`config.mk`:
```
export PLATFORM = sky130hd
export DESIGN_NAME = crc_ratio_ctrl
export DESIGN_NICKNAME = d
export VERILOG_FILES = /design/src/rtl/crc_pkg.sv /design/src/rtl/crc_tickgen.sv /design/src/rtl/crc_ctrl.sv /design/src/rtl/crc_datapath.sv /design/src/rtl/crc_ratio_ctrl.sv
export SDC_FILE = /design/constraint.sdc
export NUM_CORES = 1
export LEC_CHECK = 0
export BUFFER_PORTS_ARGS = -buffer_cell sky130_fd_sc_hd__clkbuf_2
export CELL_PAD_IN_SITES_DETAIL_PLACEMENT = 0
export CELL_PAD_IN_SITES_GLOBAL_PLACEMENT = 1
export CORE_UTILIZATION = 40
export DETAILED_ROUTE_END_ITERATION = 10
export PLACE_DENSITY = 0.8
export SYNTH_ARGS = -nofsm -noshare
export SYNTH_HDL_FRONTEND = slang
export SYNTH_SLANG_ARGS = --single-unit
```
`constraint.sdc`:
```
create_clock -name clk -period 2.61 [get_ports clk]
set_clock_uncertainty 0.05 [all_clocks]
set_input_delay 0.3915 -clock clk [delete_from_list [all_inputs] [get_ports clk]]
set_output_delay 0.3915 -clock clk [all_outputs]
set_load 0.01 [all_outputs]
```
`src/rtl/crc_pkg.sv`:
```
package crc_pkg;

  // Strobes issued by the control counters to the datapath registers.
  typedef struct packed {
    logic coreFire;  // core divider wraps this cycle
    logic sysFire;   // system divider wraps this cycle
    logic loadCfg;   // capture new settings at this boundary
    logic refFire;   // input-clock tick this cycle
  } strobe_t;

endpackage

```
`src/rtl/crc_tickgen.sv`:
```
module crc_tickgen #(
  parameter int MULT_W = 5
) (
  input  logic              clk,
  input  logic              rstN,
  input  logic [MULT_W-1:0] multQ,
  output logic              refTick,
  output logic              pllTick
);

  logic [MULT_W-1:0] phaseQ;
  logic [MULT_W-1:0] accQ;
  logic [MULT_W:0]   accSum;

  // Input clock: one tick per full turn of the phase counter.
  // Multiplied clock: carry out of an accumulator stepping by multQ.
  assign accSum  = {1'b0, accQ} + {1'b0, multQ};
  assign pllTick = accSum[MULT_W];
  assign refTick = &phaseQ;

  always_ff @(posedge clk) begin
    if (!rstN) begin
      phaseQ <= '0;
      accQ   <= '0;
    end else begin
      phaseQ <= phaseQ + MULT_W'(1);
      accQ   <= accSum[MULT_W-1:0];
    end
  end

  // input ticks are spaced a full phase turn apart
  a_r2_ref_spacing: assert property (@(posedge clk) disable iff (!rstN)
    refTick |=> !refTick);

endmodule

```
`src/rtl/crc_ctrl.sv`:
```
module crc_ctrl
  import crc_pkg::*;
#(
  parameter int DIV_W = 4
) (
  input  logic             clk,
  input  logic             rstN,
  input  logic             refTick,
  input  logic             pllTick,
  input  logic [DIV_W-1:0] divAQ,
  input  logic [DIV_W-1:0] divBQ,
  input  logic             bypassQ,
  output strobe_t          strobes
);

  localparam int CNT_W = DIV_W + 1;

  logic             baseTick;
  logic [DIV_W-1:0] effA;
  logic [DIV_W-1:0] coreCntQ;
  logic [CNT_W-1:0] sysCntQ;
  logic [CNT_W-1:0] sysNext;
  logic             coreFire;
  logic             sysFire;

  always_comb begin
    baseTick = bypassQ ? refTick : pllTick;
    effA     = bypassQ ? DIV_W'(1) : divAQ;
    coreFire = baseTick && (coreCntQ == effA - DIV_W'(1));
    sysNext  = sysCntQ + CNT_W'(1);
    // system period may only close on a core pulse
    sysFire  = coreFire && (sysNext >= {1'b0, divBQ});
  end

  always_ff @(posedge clk) begin
    if (!rstN) begin
      coreCntQ <= '0;
      sysCntQ  <= '0;
    end else if (baseTick) begin
      coreCntQ <= coreFire ? '0 : coreCntQ + DIV_W'(1);
      sysCntQ  <= sysFire ? '0 : sysNext;
    end
  end

  assign strobes.coreFire = coreFire;
  assign strobes.sysFire  = sysFire;
  assign strobes.loadCfg  = sysFire;
  assign strobes.refFire  = refTick;

  // core counter stays inside the applied core divide
  a_r3_core_bound: assert property (@(posedge clk) disable iff (!rstN)
    coreCntQ < effA);

  // system counter never runs past divB plus one core period
  a_r4_sys_bound: assert property (@(posedge clk) disable iff (!rstN)
    sysCntQ < ({1'b0, divBQ} + {1'b0, effA}));

endmodule

```
`src/rtl/crc_datapath.sv`:
```
module crc_datapath
  import crc_pkg::*;
#(
  parameter int MULT_W = 5,
  parameter int DIV_W  = 4
) (
  input  logic              clk,
  input  logic              rstN,
  input  strobe_t           strobes,
  input  logic [MULT_W-1:0] multSel,
  input  logic [DIV_W-1:0]  divASel,
  input  logic [DIV_W-1:0]  divBSel,
  input  logic              bypassSel,
  output logic [MULT_W-1:0] multQ,
  output logic [DIV_W-1:0]  divAQ,
  output logic [DIV_W-1:0]  divBQ,
  output logic              bypassQ,
  output logic              coreEn,
  output logic              sysEn,
  output logic              refTickOut,
  output logic              sysClamped
);

  logic [MULT_W-1:0] multFix;
  logic [DIV_W-1:0]  divAFix;
  logic [DIV_W-1:0]  divBFix;
  logic              clampNext;
  logic              runQ;

  always_comb begin
    multFix   = (multSel == '0) ? MULT_W'(1) : multSel;
    divAFix   = (divASel == '0) ? DIV_W'(1) : divASel;
    divBFix   = (divBSel == '0) ? DIV_W'(1) : divBSel;
    clampNext = !bypassSel && (divBFix < divAFix);
  end

  // applied settings: captured in reset and at each system boundary
  always_ff @(posedge clk) begin
    if (!rstN || strobes.loadCfg) begin
      multQ      <= multFix;
      divAQ      <= divAFix;
      divBQ      <= divBFix;
      bypassQ    <= bypassSel;
      sysClamped <= clampNext;
    end
  end

  always_ff @(posedge clk) begin
    runQ <= rstN;
    if (!rstN) begin
      coreEn     <= 1'b0;
      sysEn      <= 1'b0;
      refTickOut <= 1'b0;
    end else begin
      coreEn     <= strobes.coreFire;
      sysEn      <= strobes.sysFire;
      refTickOut <= strobes.refFire;
    end
  end

  // enables are quiet after a reset edge
  a_r1_reset_quiet: assert property (@(posedge clk)
    !rstN |=> (!coreEn && !sysEn));

  // system pulse always lands on a core pulse
  a_r5_sys_on_core: assert property (@(posedge clk) disable iff (!rstN)
    sysEn |-> coreEn);

  // in bypass the core enable tracks the input-clock tick
  a_r7_bypass_follow: assert property (@(posedge clk) disable iff (!rstN || !runQ)
    $past(bypassQ) |-> (coreEn == refTickOut));

  // applied settings move only on a boundary strobe
  a_r8_hold_cfg: assert property (@(posedge clk) disable iff (!rstN || !runQ)
    !$past(strobes.loadCfg) |-> ($stable(multQ) && $stable(divAQ) &&
                                 $stable(divBQ) && $stable(bypassQ)));

  // a clamp is never reported in bypass
  a_r6_clamp_mode: assert property (@(posedge clk) disable iff (!rstN)
    sysClamped |-> !bypassQ);

endmodule

```
`src/rtl/crc_ratio_ctrl.sv`:
```
module crc_ratio_ctrl
  import crc_pkg::*;
#(
  parameter int MULT_W = 5,
  parameter int DIV_W  = 4
) (
  input  logic              clk,
  input  logic              rstN,
  input  logic [MULT_W-1:0] multSel,
  input  logic [DIV_W-1:0]  divCoreSel,
  input  logic [DIV_W-1:0]  divSysSel,
  input  logic              bypassSel,
  output logic              coreEn,
  output logic              sysEn,
  output logic              refTick,
  output logic              sysClamped
);

  strobe_t           strobes;
  logic [MULT_W-1:0] multQ;
  logic [DIV_W-1:0]  divAQ;
  logic [DIV_W-1:0]  divBQ;
  logic              bypassQ;
  logic              refRaw;
  logic              pllTick;

  crc_tickgen #(.MULT_W(MULT_W)) uTick (
    .clk     (clk),
    .rstN    (rstN),
    .multQ   (multQ),
    .refTick (refRaw),
    .pllTick (pllTick)
  );

  crc_ctrl #(.DIV_W(DIV_W)) uCtrl (
    .clk     (clk),
    .rstN    (rstN),
    .refTick (refRaw),
    .pllTick (pllTick),
    .divAQ   (divAQ),
    .divBQ   (divBQ),
    .bypassQ (bypassQ),
    .strobes (strobes)
  );

  crc_datapath #(.MULT_W(MULT_W), .DIV_W(DIV_W)) uData (
    .clk        (clk),
    .rstN       (rstN),
    .strobes    (strobes),
    .multSel    (multSel),
    .divASel    (divCoreSel),
    .divBSel    (divSysSel),
    .bypassSel  (bypassSel),
    .multQ      (multQ),
    .divAQ      (divAQ),
    .divBQ      (divBQ),
    .bypassQ    (bypassQ),
    .coreEn     (coreEn),
    .sysEn      (sysEn),
    .refTickOut (refTick),
    .sysClamped (sysClamped)
  );

endmodule

```
==> results of run 1 <==
[placed cells by master, fill, tap and decap left out, types with 2 or more instances in the layout]
master and instances:
nor2_1 15, ha_1 17, nand2b_1 2, xor2_1 5, nor4_1 3, nand2_1 13, nand3_1 8, and2_1 3
edfxtp_1 15, clkbuf_8 5, and3_1 2, nor2b_1 2, clkbuf_2 19, o21ai_0 8, or2_1 2, buf_4 3
xnor2_1 6, a21o_1 2, inv_1 15, a21oi_1 10, nor3_1 2, dfxtp_1 22
[sequential cells by signal (all words and copies together) (netlist names), 4 cells and up]
name	count
uCtrl.sysCntQ	5
uData.multQ	5
uTick.accQ	5
uTick.phaseQ	5
uCtrl.coreCntQ	4
uData.divAQ	4
uData.divBQ	4
[stage by stage]
| step | instance area, um^2 | instances | utilization [%] | power [mW] |
|---|---|---|---|---|
| 3_3_place_gp | 1980 | 246 | 45.2 | 0.945 |
| 2_1_floorplan | 1850 | 185 | - | 0.883 |
| 5_1_grt | 2100 | 254 | 47.9 | 1.53 |
| 4_1_cts | 2100 | 254 | 47.9 | 1.45 |
| 6_report | 2100 | 254 | 47.9 | 1.44 |
| 3_5_place_dp | 1980 | 246 | 45.2 | 0.948 |
[critical path: cells and delay by family, from the launching register on]
family	cells	cell delay [ps]
AO/OA/AOI/OAI	2	350
AND/OR/NAND/NOR	2	540
flip-flops	1	450
buffers and inverters	1	240
XOR/XNOR	1	140
adder cells (fa/ha/maj)	1	270
[path summary, 6_finish.rpt]
check,startpoint,endpoint,cells past startpoint,slack (ps)
setup / recovery,uData.bypassQ,uData.multQ[4],7,270
hold / removal,multSel[2],uData.multQ[2],1,240
setup reg to reg,uData.bypassQ,uData.multQ[4],7,270
hold reg to reg,uTick.phaseQ[0],uTick.phaseQ[0],1,410
[per-layer routing]
metal	track usage (%)	share of wire, %	vias to the layer above
met5	0	0	-
met1	18.8	49	557
met4	6.89	1.9	0
met3	4.91	4.6	7
met2	21.4	45	29
li1	-	-	664
[cell type report]
type | count | share of cell area (%)
Inverter | 16 | 2.86
Tap cell | 52 | 3.10
Clock buffer | 5 | 3.28
Sequential cell | 37 | 42.5
Multi-Input combinational cell | 119 | 40.5
Clock inverter | 3 | 2.21
Timing Repair Buffer | 22 | 5.61
[power by group]
group | internal [mW] | switching (mW) | total (mW)
Clock | 0.286 | 0.218 | 0.504
Combinational | 0.110 | 0.143 | 0.253
Sequential | 0.652 | 0.0286 | 0.680
[cells by family after synthesis]
| logic type | Yosys count |
|---|---|
| adder cells (fa/ha/maj) | 18 |
| XOR/XNOR | 12 |
| AND/OR/NAND/NOR | 58 |
| AO/OA/AOI/OAI | 31 |
| flip-flops | 37 |
| buffers and inverters | 29 |
==> metrics.md, run 1 <==
| Metric | Value |
|---|---|
| Post-synth top area share | 24.4% |
| Setup violators final | 0 |
| GP Congestion | around 0.76 |
| Cell taking the most area after synthesis | edfxtp_1 |
| Clock transition at the registers of the reported paths | 80 ps |
| First-pass GRT wire length | 5430 um |
| Register Area | 891 um^2 |
| Post-CTS Resized | 0 |
| Clk sinks | 37 |
| Clock root buffer | clkbuf_8 |
| Hold WS | 236 ps |
| Max Clk Rate | 428 MHz |
| Status | complete, no violations |
| Top_reg_cell synth | dfxtp_1 |
| Min cycle time layout | 2340 ps |
| PnR worst setup slack | 272 ps |
| Post-synthesis register bit count | 37 |
| # hold bufs at CTS | 0 |
| Ys async rst share | 0% |
| Top post-synthesis cells by area | edfxtp_1 24%, dfxtp_1 24%, ha_1 12%, inv_1 3.1%, nor2_1 3.1% |
| Buffers on Ports | 19 |
| Setup bufs post-CTS | 0 |
| Maximum VDD drop | 242 uV |
| Layout cells sized above 1 | between 10% and 20% |
| Vias in the first global route | 1,214 |
| Worst slack at placement | 289 ps |
| Synth cell count leaders | 22 x dfxtp_1, 17 x ha_1, 15 x edfxtp_1, 15 x inv_1, 15 x nor2_1 |
| Drt total wl | approximately 3100 um |
| Via-to-Cell Ratio | between 4 and 5 |
| MaxCap Viol Count | 0 |
| Layout Nets | about 240 |
| Final TNS setup | 0 ps |
| Least-Margin Pin Slew | 374 ps |
| Syn-to-layout area delta | 13.7% |
| Crit. End Element | flip-flop |
| Via count | 1,257 |
| Worst min-delay path class | input pin to flip-flop |
| Mux cell area share after synthesis | 0% |
| CTS tree | done |
| Leakage | 0.892 nW |
| Final hold violation count | 0 |
| Post-DRT Antenna Nets | 0 |
| Area of the multi-input gates | between 800 and 900 um^2 |
| Residual DRC count | 0 |
| Top-count cell post-synth | dfxtp_1 |
| # rows | 24 |
| CP Cell Sequence | nor2_1, ha_1, xnor2_1, nor3_2, o311ai_4, o21ai_2, buf_4 |
| Synth Net Count | ~220 |
| Die area | 4890 um^2 |
| Gr usage total | 14.4% |
| Slew Viols, Final | 0 |
| Antenna Cells | 0 |
| Die Width | ~70 um |
| Initial antenna violation count | 0 |
| RSZ-0062 raised after global routing | false |
| Die height | approximately 70 um |
| Syn avg cell area | roughly 10 um^2 |
| Final HPWL DP | around 2300 um |
| # H-tree levels | 2 |
| Slowest CP cell | edfxtp_1 |
| Crit path kind | flip-flop to flip-flop |
| Starting DRT DRC Count | 57 |
| TritonCTS buffer count | 5 |
| Pin count of the biggest net entering global routing | 16 |
| Xor-xnor portion of the synthesized cell area | 6.10% |
| TritonRoute pass-1 iters | 4 |
| Synthesized cell area | 1850 um^2 |
| Max-slew headroom | 74.8% |
| Top Ports | 20 |
| Congestion Overflow GR | 0 |
| Ys Warns | 0 |
| Largest family of logic cells by synthesized area | simple AND/OR/NAND/NOR gates |
| Maximum root-to-sink buffer count | 2 |
| Synth Area in Compound Gates | 11.5% |
| Worst EP arrival | 2280 ps |
| Worst-skew pair later-pin latency | 290 ps |
| Period utilisation layout | 89.6% |
| Critical Path RT | 2550 ps |
| Initial Utilization | between 40 and 50% |
| Critical Path Source Type | flip-flop |
| Fillers | 403 |
| Number of synthesized flops with an enable pin | 15 |
| Simple-gate area share of the yosys netlist | between 10% and 20% |
| Sequential fraction of the synthesis area | 48.3% |
| Core area | 4380 um^2 |
| DR WL/cell | 12.0 um |
| Synth cell types | 39 |
| Crit-path max FO | 15 |
| Slowest Stage Delay on Critical Path | 450 ps |
| Adder-cell share of the synthesized area | 12.6% |
| P per Cell Area | 685 nW/um^2 |
| Mapped Cells | 185 |
Note: power is estimated with default switching activity, not from simulation.
==> run 2: changes to the inputs <==
PLACE_DENSITY = 0.82   (was 0.8)
==> run 2 against run 1 <==
Against the previous run: combinational power about the same; register-to-register slack about the same; global-route usage down 0.24 points; cell area down 0.24%; sequential power about the same; critical path depth unchanged; sequential share of layout area up 0.10 points; hold slack better by 12 ps; setup slack worse by 7.0 ps; clock power down 4.0%; critical path type unchanged.
==> metrics.md, run 2 (same netlist as run 1, synthesis figures left out) <==
| Metric | Value |
|---|---|
| Min cycle time layout | 2340 ps (+6.97 ps) |
| Worst min-delay path class | input pin to flip-flop |
| RSZ-0062 raised after global routing | false |
| Worst-skew pair later-pin latency | 290 ps (about the same) |
| Placed cell area | 1980 um^2 (unchanged) |
| Die Width | 69.9 um (unchanged) |
| Gr usage total | 14.2% (-0.24 points) |
| Inst Count DP | 246 (unchanged) |
| TritonRoute pass-1 iters | 4 (unchanged) |
| TritonCTS buffer count | 5 (unchanged) |
| Crit-path max FO | 15 (unchanged) |
| Via count | 1,258 (+0.080%) |
| DR WL/cell | 11.9 um (-1.1%) |
| Buffers on Ports | 19 (unchanged) |
| Layout Nets | 235 (unchanged) |
| Maximum root-to-sink buffer count | 2 (unchanged) |
| First-pass GRT wire length | 5380 um (-1.0%) |
| Clock root buffer | clkbuf_8 |
| Drt total wl | 3030 um (-1.1%) |
| Vias in the first global route | 1,221 (+0.58%) |
| Worst setup path start | uData.bypassQ |
| Crit path kind | flip-flop to flip-flop |
| Hold Crit Start | multSel[2] |
| Setup bufs post-CTS | 0 (unchanged) |
| Final core utilization | 47.7% (-0.11 points) |
| MaxCap Viol Count | 0 (unchanged) |
| Post-CTS Resized | 0 (unchanged) |
| Most common cell after layout, fill and taps aside | dfxtp_1 |
| Max Clk Rate | 426 MHz (-0.30%) |
| Final HPWL DP | 2170 um (-5.1%) |
| Critical Path Source Type | flip-flop |
| # hold bufs at CTS | 0 (unchanged) |
| Crit. End Element | flip-flop |
| Setup violators final | 0 (unchanged) |
| Clock transition at the registers of the reported paths | 70 ps (about the same) |
| Worst EP arrival | 2280 ps (about the same) |
| Hold WS | 248 ps (+11.6 ps) |
| Syn-to-layout area delta | 13.4% |
| # rows | 24 (unchanged) |
| Initial antenna violation count | 0 (unchanged) |
| Congestion Overflow GR | 0 (unchanged) |
| Post-DRT Antenna Nets | 0 (unchanged) |
| Clk sinks | 37 (unchanged) |
| Initial Utilization | 42.1% (unchanged) |
| Least-Margin Pin Slew | 406 ps (+32.6 ps) |
| P per Cell Area | 678 nW/um^2 (-1.0%) |
| Leakage | 0.889 nW (-0.29%) |
| Commonest cells after routing, fill and taps aside | 22 x dfxtp_1, 19 x clkbuf_2, 17 x ha_1 |
| Starting DRT DRC Count | 26 (-54%) |
| # H-tree levels | 2 (unchanged) |
| Final TNS setup | 0 ps (unchanged) |
| Period utilisation layout | 89.8% (+0.27 points) |
| Slew Viols, Final | 0 (unchanged) |
| Maximum VDD drop | 354 uV (+46%) |
| Layout cells sized above 1 | 17.3% (-0.50 points) |
| Status | complete, no violations |
| Top Ports | 20 (unchanged) |
| Via-to-Cell Ratio | 4.95 (about the same) |
| Antenna Cells | 0 (unchanged) |
| Critical Path RT | 2540 ps (about the same) |
| CTS tree | done |
| Die height | 69.9 um (unchanged) |
| Pin count of the biggest net entering global routing | 18 (+2) |
| GP Congestion | 0.746 (-2.4%) |
| Reg2reg start | uData.bypassQ |
| Final hold violation count | 0 (unchanged) |
| Core area | 4380 um^2 (unchanged) |
| Max-slew headroom | 72.6% (-2.2 points) |
| Non-filler instance count after layout | 254 (unchanged) |
| Residual DRC count | 0 (unchanged) |
| Die area | 4890 um^2 (unchanged) |
| Final Cell Area | 2090 um^2 (-0.24%) |
==> run 2: cell types whose count changed in the layout (fill, tap and decap cells not counted) <==
cell	previous run	this run
clkinv_1	1	2
clkinv_4	1	0
==> run 2: layout make-up <==
cell class,instances,area (um^2)
tap,52,65.1
fill,411,2290
inverter,16,60.1
sequential,37,891
clock inverter,3,41.3
multi-input combinational,119,850
timing repair buffer,22,118
clock buffer,5,68.8
==> run 2: final timing paths <==
path,end,slack [ps],cells after the start
hold reg to reg,uTick.phaseQ[0],400,1
setup / recovery,uData.multQ[4],270,7
setup reg to reg,uData.multQ[4],270,7
hold / removal,uData.multQ[2],250,1
==> run 2: power by group <==
part / leakage (nW) / switching (mW) / internal, mW
logic: 0.511 / 0.146 / 0.110
clock network: 0.0518 / 0.203 / 0.281
registers: 0.327 / 0.0277 / 0.652
total: 0.889 / 0.377 / 1.04
==> run 2: layer usage <==
layer	up-vias	wire length [um]	GRT usage [%]
met5	-	0	0
met4	0	65	7.11
met3	7	104	4.04
met2	23	1320	22.2
met1	565	1540	17.8
li1	663	-	-
==> run 2: critical path: stages, from the launching register on <==
cell      delay, ps
edfxtp_1        450
nor2_1          200
ha_1            270
xnor2_1         130
nor3_2          340
o311ai_4        210
o21ai_2         150
buf_4           230
==> run 2: through the flow <==
step | power (mW) | setup slack, ps
after floorplan | 0.883 | 216
after global placement | 0.944 | 332
after detailed placement | 0.945 | 283
after CTS | 1.44 | 252
after global routing | 1.51 | 113
final | 1.42 | 265
==> run 3: changes to the inputs <==
PLACE_DENSITY = 0.86   (was 0.82)
==> run 3 against run 2 <==
Against the previous run: hold slack got worse by 9.5 ps; combinational power about the same; via count up 3.7%; first-iteration DRC count grew to 3.8 times the previous value; die area unchanged; utilization decreased by 0.46 points; fmax shrank 0.33%; largest cell class unchanged.
==> metrics.md, run 3 (same netlist as run 1, synthesis figures left out) <==
| Metric | Value |
|---|---|
| Worst min-delay path class | input pin to flip-flop |
| MaxCap Viol Count | 0 (unchanged) |
| Commonest cells after routing, fill and taps aside | 22 x dfxtp_1, 19 x clkbuf_2, 17 x ha_1 |
| Initial antenna violation count | 0 (unchanged) |
| Reg2reg start | uData.bypassQ |
| Least-Margin Pin Slew | 390 ps (-16.2 ps) |
| Status | complete, no violations |
| Clock transition at the registers of the reported paths | 80 ps (about the same) |
| Syn-to-layout area delta | 12.3% |
| Die area | 4890 um^2 (unchanged) |
| Die height | 69.9 um (unchanged) |
| # hold bufs at CTS | 0 (unchanged) |
| Worst-skew pair later-pin latency | 290 ps (about the same) |
| Final hold violation count | 0 (unchanged) |
| Worst slack at placement | 252 ps (-30.7 ps) |
| DR WL/cell | 11.8 um (-1.3%) |
| Hold Crit Depth | 1 (unchanged) |
| R2R Path End | uData.divBQ[3] |
| Clk sinks | 37 (unchanged) |
| First-pass GRT wire length | 5110 um (-4.9%) |
| Congestion Overflow GR | 0 (unchanged) |
| PnR worst setup slack | 257 ps (-7.67 ps) |
| RSZ-0062 raised after global routing | false |
| Hold endpoint | uData.multQ[1] |
| # H-tree levels | 2 (unchanged) |
| Layout cells sized above 1 | 17.8% (+0.50 points) |
| Hold WS | 238 ps (-9.51 ps) |
| Buffers on Ports | 19 (unchanged) |
| # rows | 24 (unchanged) |
| Final TNS setup | 0 ps (unchanged) |
| Post-CTS Resized | 0 (unchanged) |
| Worst setup path start | uData.bypassQ |
| Gr usage total | 13.4% (-0.79 points) |
| Leakage | 0.882 nW (-0.82%) |
| Critical Path RT | 2550 ps (about the same) |
| Top Ports | 20 (unchanged) |
| Min cycle time layout | 2350 ps (+7.67 ps) |
| Maximum root-to-sink buffer count | 2 (unchanged) |
| Most common cell after layout, fill and taps aside | dfxtp_1 |
| Crit. End Element | flip-flop |
| R2R depth | 7 (unchanged) |
| Pin count of the biggest net entering global routing | 16 (-2) |
| Antenna Cells | 0 (unchanged) |
| Setup violators final | 0 (unchanged) |
| Layout Nets | 235 (unchanged) |
| CTS tree | done |
| Starting DRT DRC Count | 100 (+280%) |
| Reg2reg setup slack | 260 ps (about the same) |
| Final HPWL DP | 2250 um (+3.7%) |
| Max-slew headroom | 73.7% (+1.1 points) |
| Critical Path Source Type | flip-flop |
| Tot Pwr | 1.34 mW (-5.6%) |
| Maximum VDD drop | 398 uV (+12%) |
| Initial Utilization | 42.1% (unchanged) |
| Hold Crit Start | multSel[1] |
| Max Clk Rate | 425 MHz (-0.33%) |
| TritonRoute pass-1 iters | 4 (unchanged) |
| Residual DRC count | 0 (unchanged) |
| Setup bufs post-CTS | 0 (unchanged) |
| Final core utilization | 47.3% (-0.46 points) |
| Period utilisation layout | 90.1% (+0.29 points) |
| Via-to-Cell Ratio | 5.14 (+3.7%) |
| Slew Viols, Final | 0 (unchanged) |
| Drt total wl | 2990 um (-1.3%) |
| GP Congestion | 0.787 (+5.6%) |
| Clock root buffer | clkbuf_8 |
| Vias in the first global route | 1,165 (-4.6%) |
| Core area | 4380 um^2 (unchanged) |
| Via count | 1,305 (+3.7%) |
| Crit path kind | flip-flop to flip-flop |
| Post-DRT Antenna Nets | 0 (unchanged) |
| TritonCTS buffer count | 5 (unchanged) |
| Fillers | 439 (+6.8%) |
| Worst EP arrival | 2290 ps (about the same) |
| Die Width | 69.9 um (unchanged) |
| P per Cell Area | 646 nW/um^2 (-4.7%) |
| Crit-path max FO | 15 (unchanged) |
==> run 3: cell count changes in the layout (fill, tap and decap cells not counted), sizes merged <==
| cell | before | now |
|---|---|---|
| inv | 15 | 16 |
| bufinv | 1 | 0 |
==> run 3: power by group <==
group          internal [mW]  switching (mW)  leakage [nW]
clock                  0.189           0.214        0.0445
combinational          0.110           0.145         0.511
sequential             0.652          0.0297         0.327
total                  0.951           0.389         0.882
==> run 3: worst max path at each step <==
stage | end | slack (ps) | cells past startpoint
global placement | uData.multQ[1] | 330 | 7
global route | uData.divBQ[3] | 110 | 8
finish | uData.divBQ[3] | 260 | 7
floorplan | uData.bypassQ | 220 | 5
detailed placement | uData.multQ[1] | 250 | 7
CTS | uData.divBQ[3] | 230 | 7
==> run 3: per-layer routing <==
metal  wire length, um  track usage [%]  vias up  share of wire (%)
met5                 0                0        -                  0
met4                39             5.56        0                1.3
met1              1380             16.8      606                 46
met3               164             4.76        4                5.5
met2              1400             20.8       29                 47
li1                  -                -      666                  -
==> run 3: layout make-up <==
type                            instances  area (um^2)  share of cell area, %
Clock buffer                            5         68.8                   3.32
Inverter                               16         60.1                   2.90
Tap cell                               52         65.1                   3.14
Clock inverter                          3         21.3                   1.03
Multi-Input combinational cell        119          850                   41.0
Timing Repair Buffer                   22          118                   5.67
Sequential cell                        37          891                   43.0
==> run 3: critical path, cell delays in order (launching register included) <==
cell and delay (ps):
edfxtp_1 470, nor2_1 200, ha_1 270, xnor2_1 130, nor3_2 340, o311ai_4 200, o21ai_2 150, buf_4 230
==> run 3: per-stage QoR <==
stage | cells | instance area (um^2)
4_1_cts | 254 | 2070
6_report | 254 | 2070
2_1_floorplan | 185 | 1850
3_5_place_dp | 246 | 1980
5_1_grt | 254 | 2070
3_3_place_gp | 246 | 1980
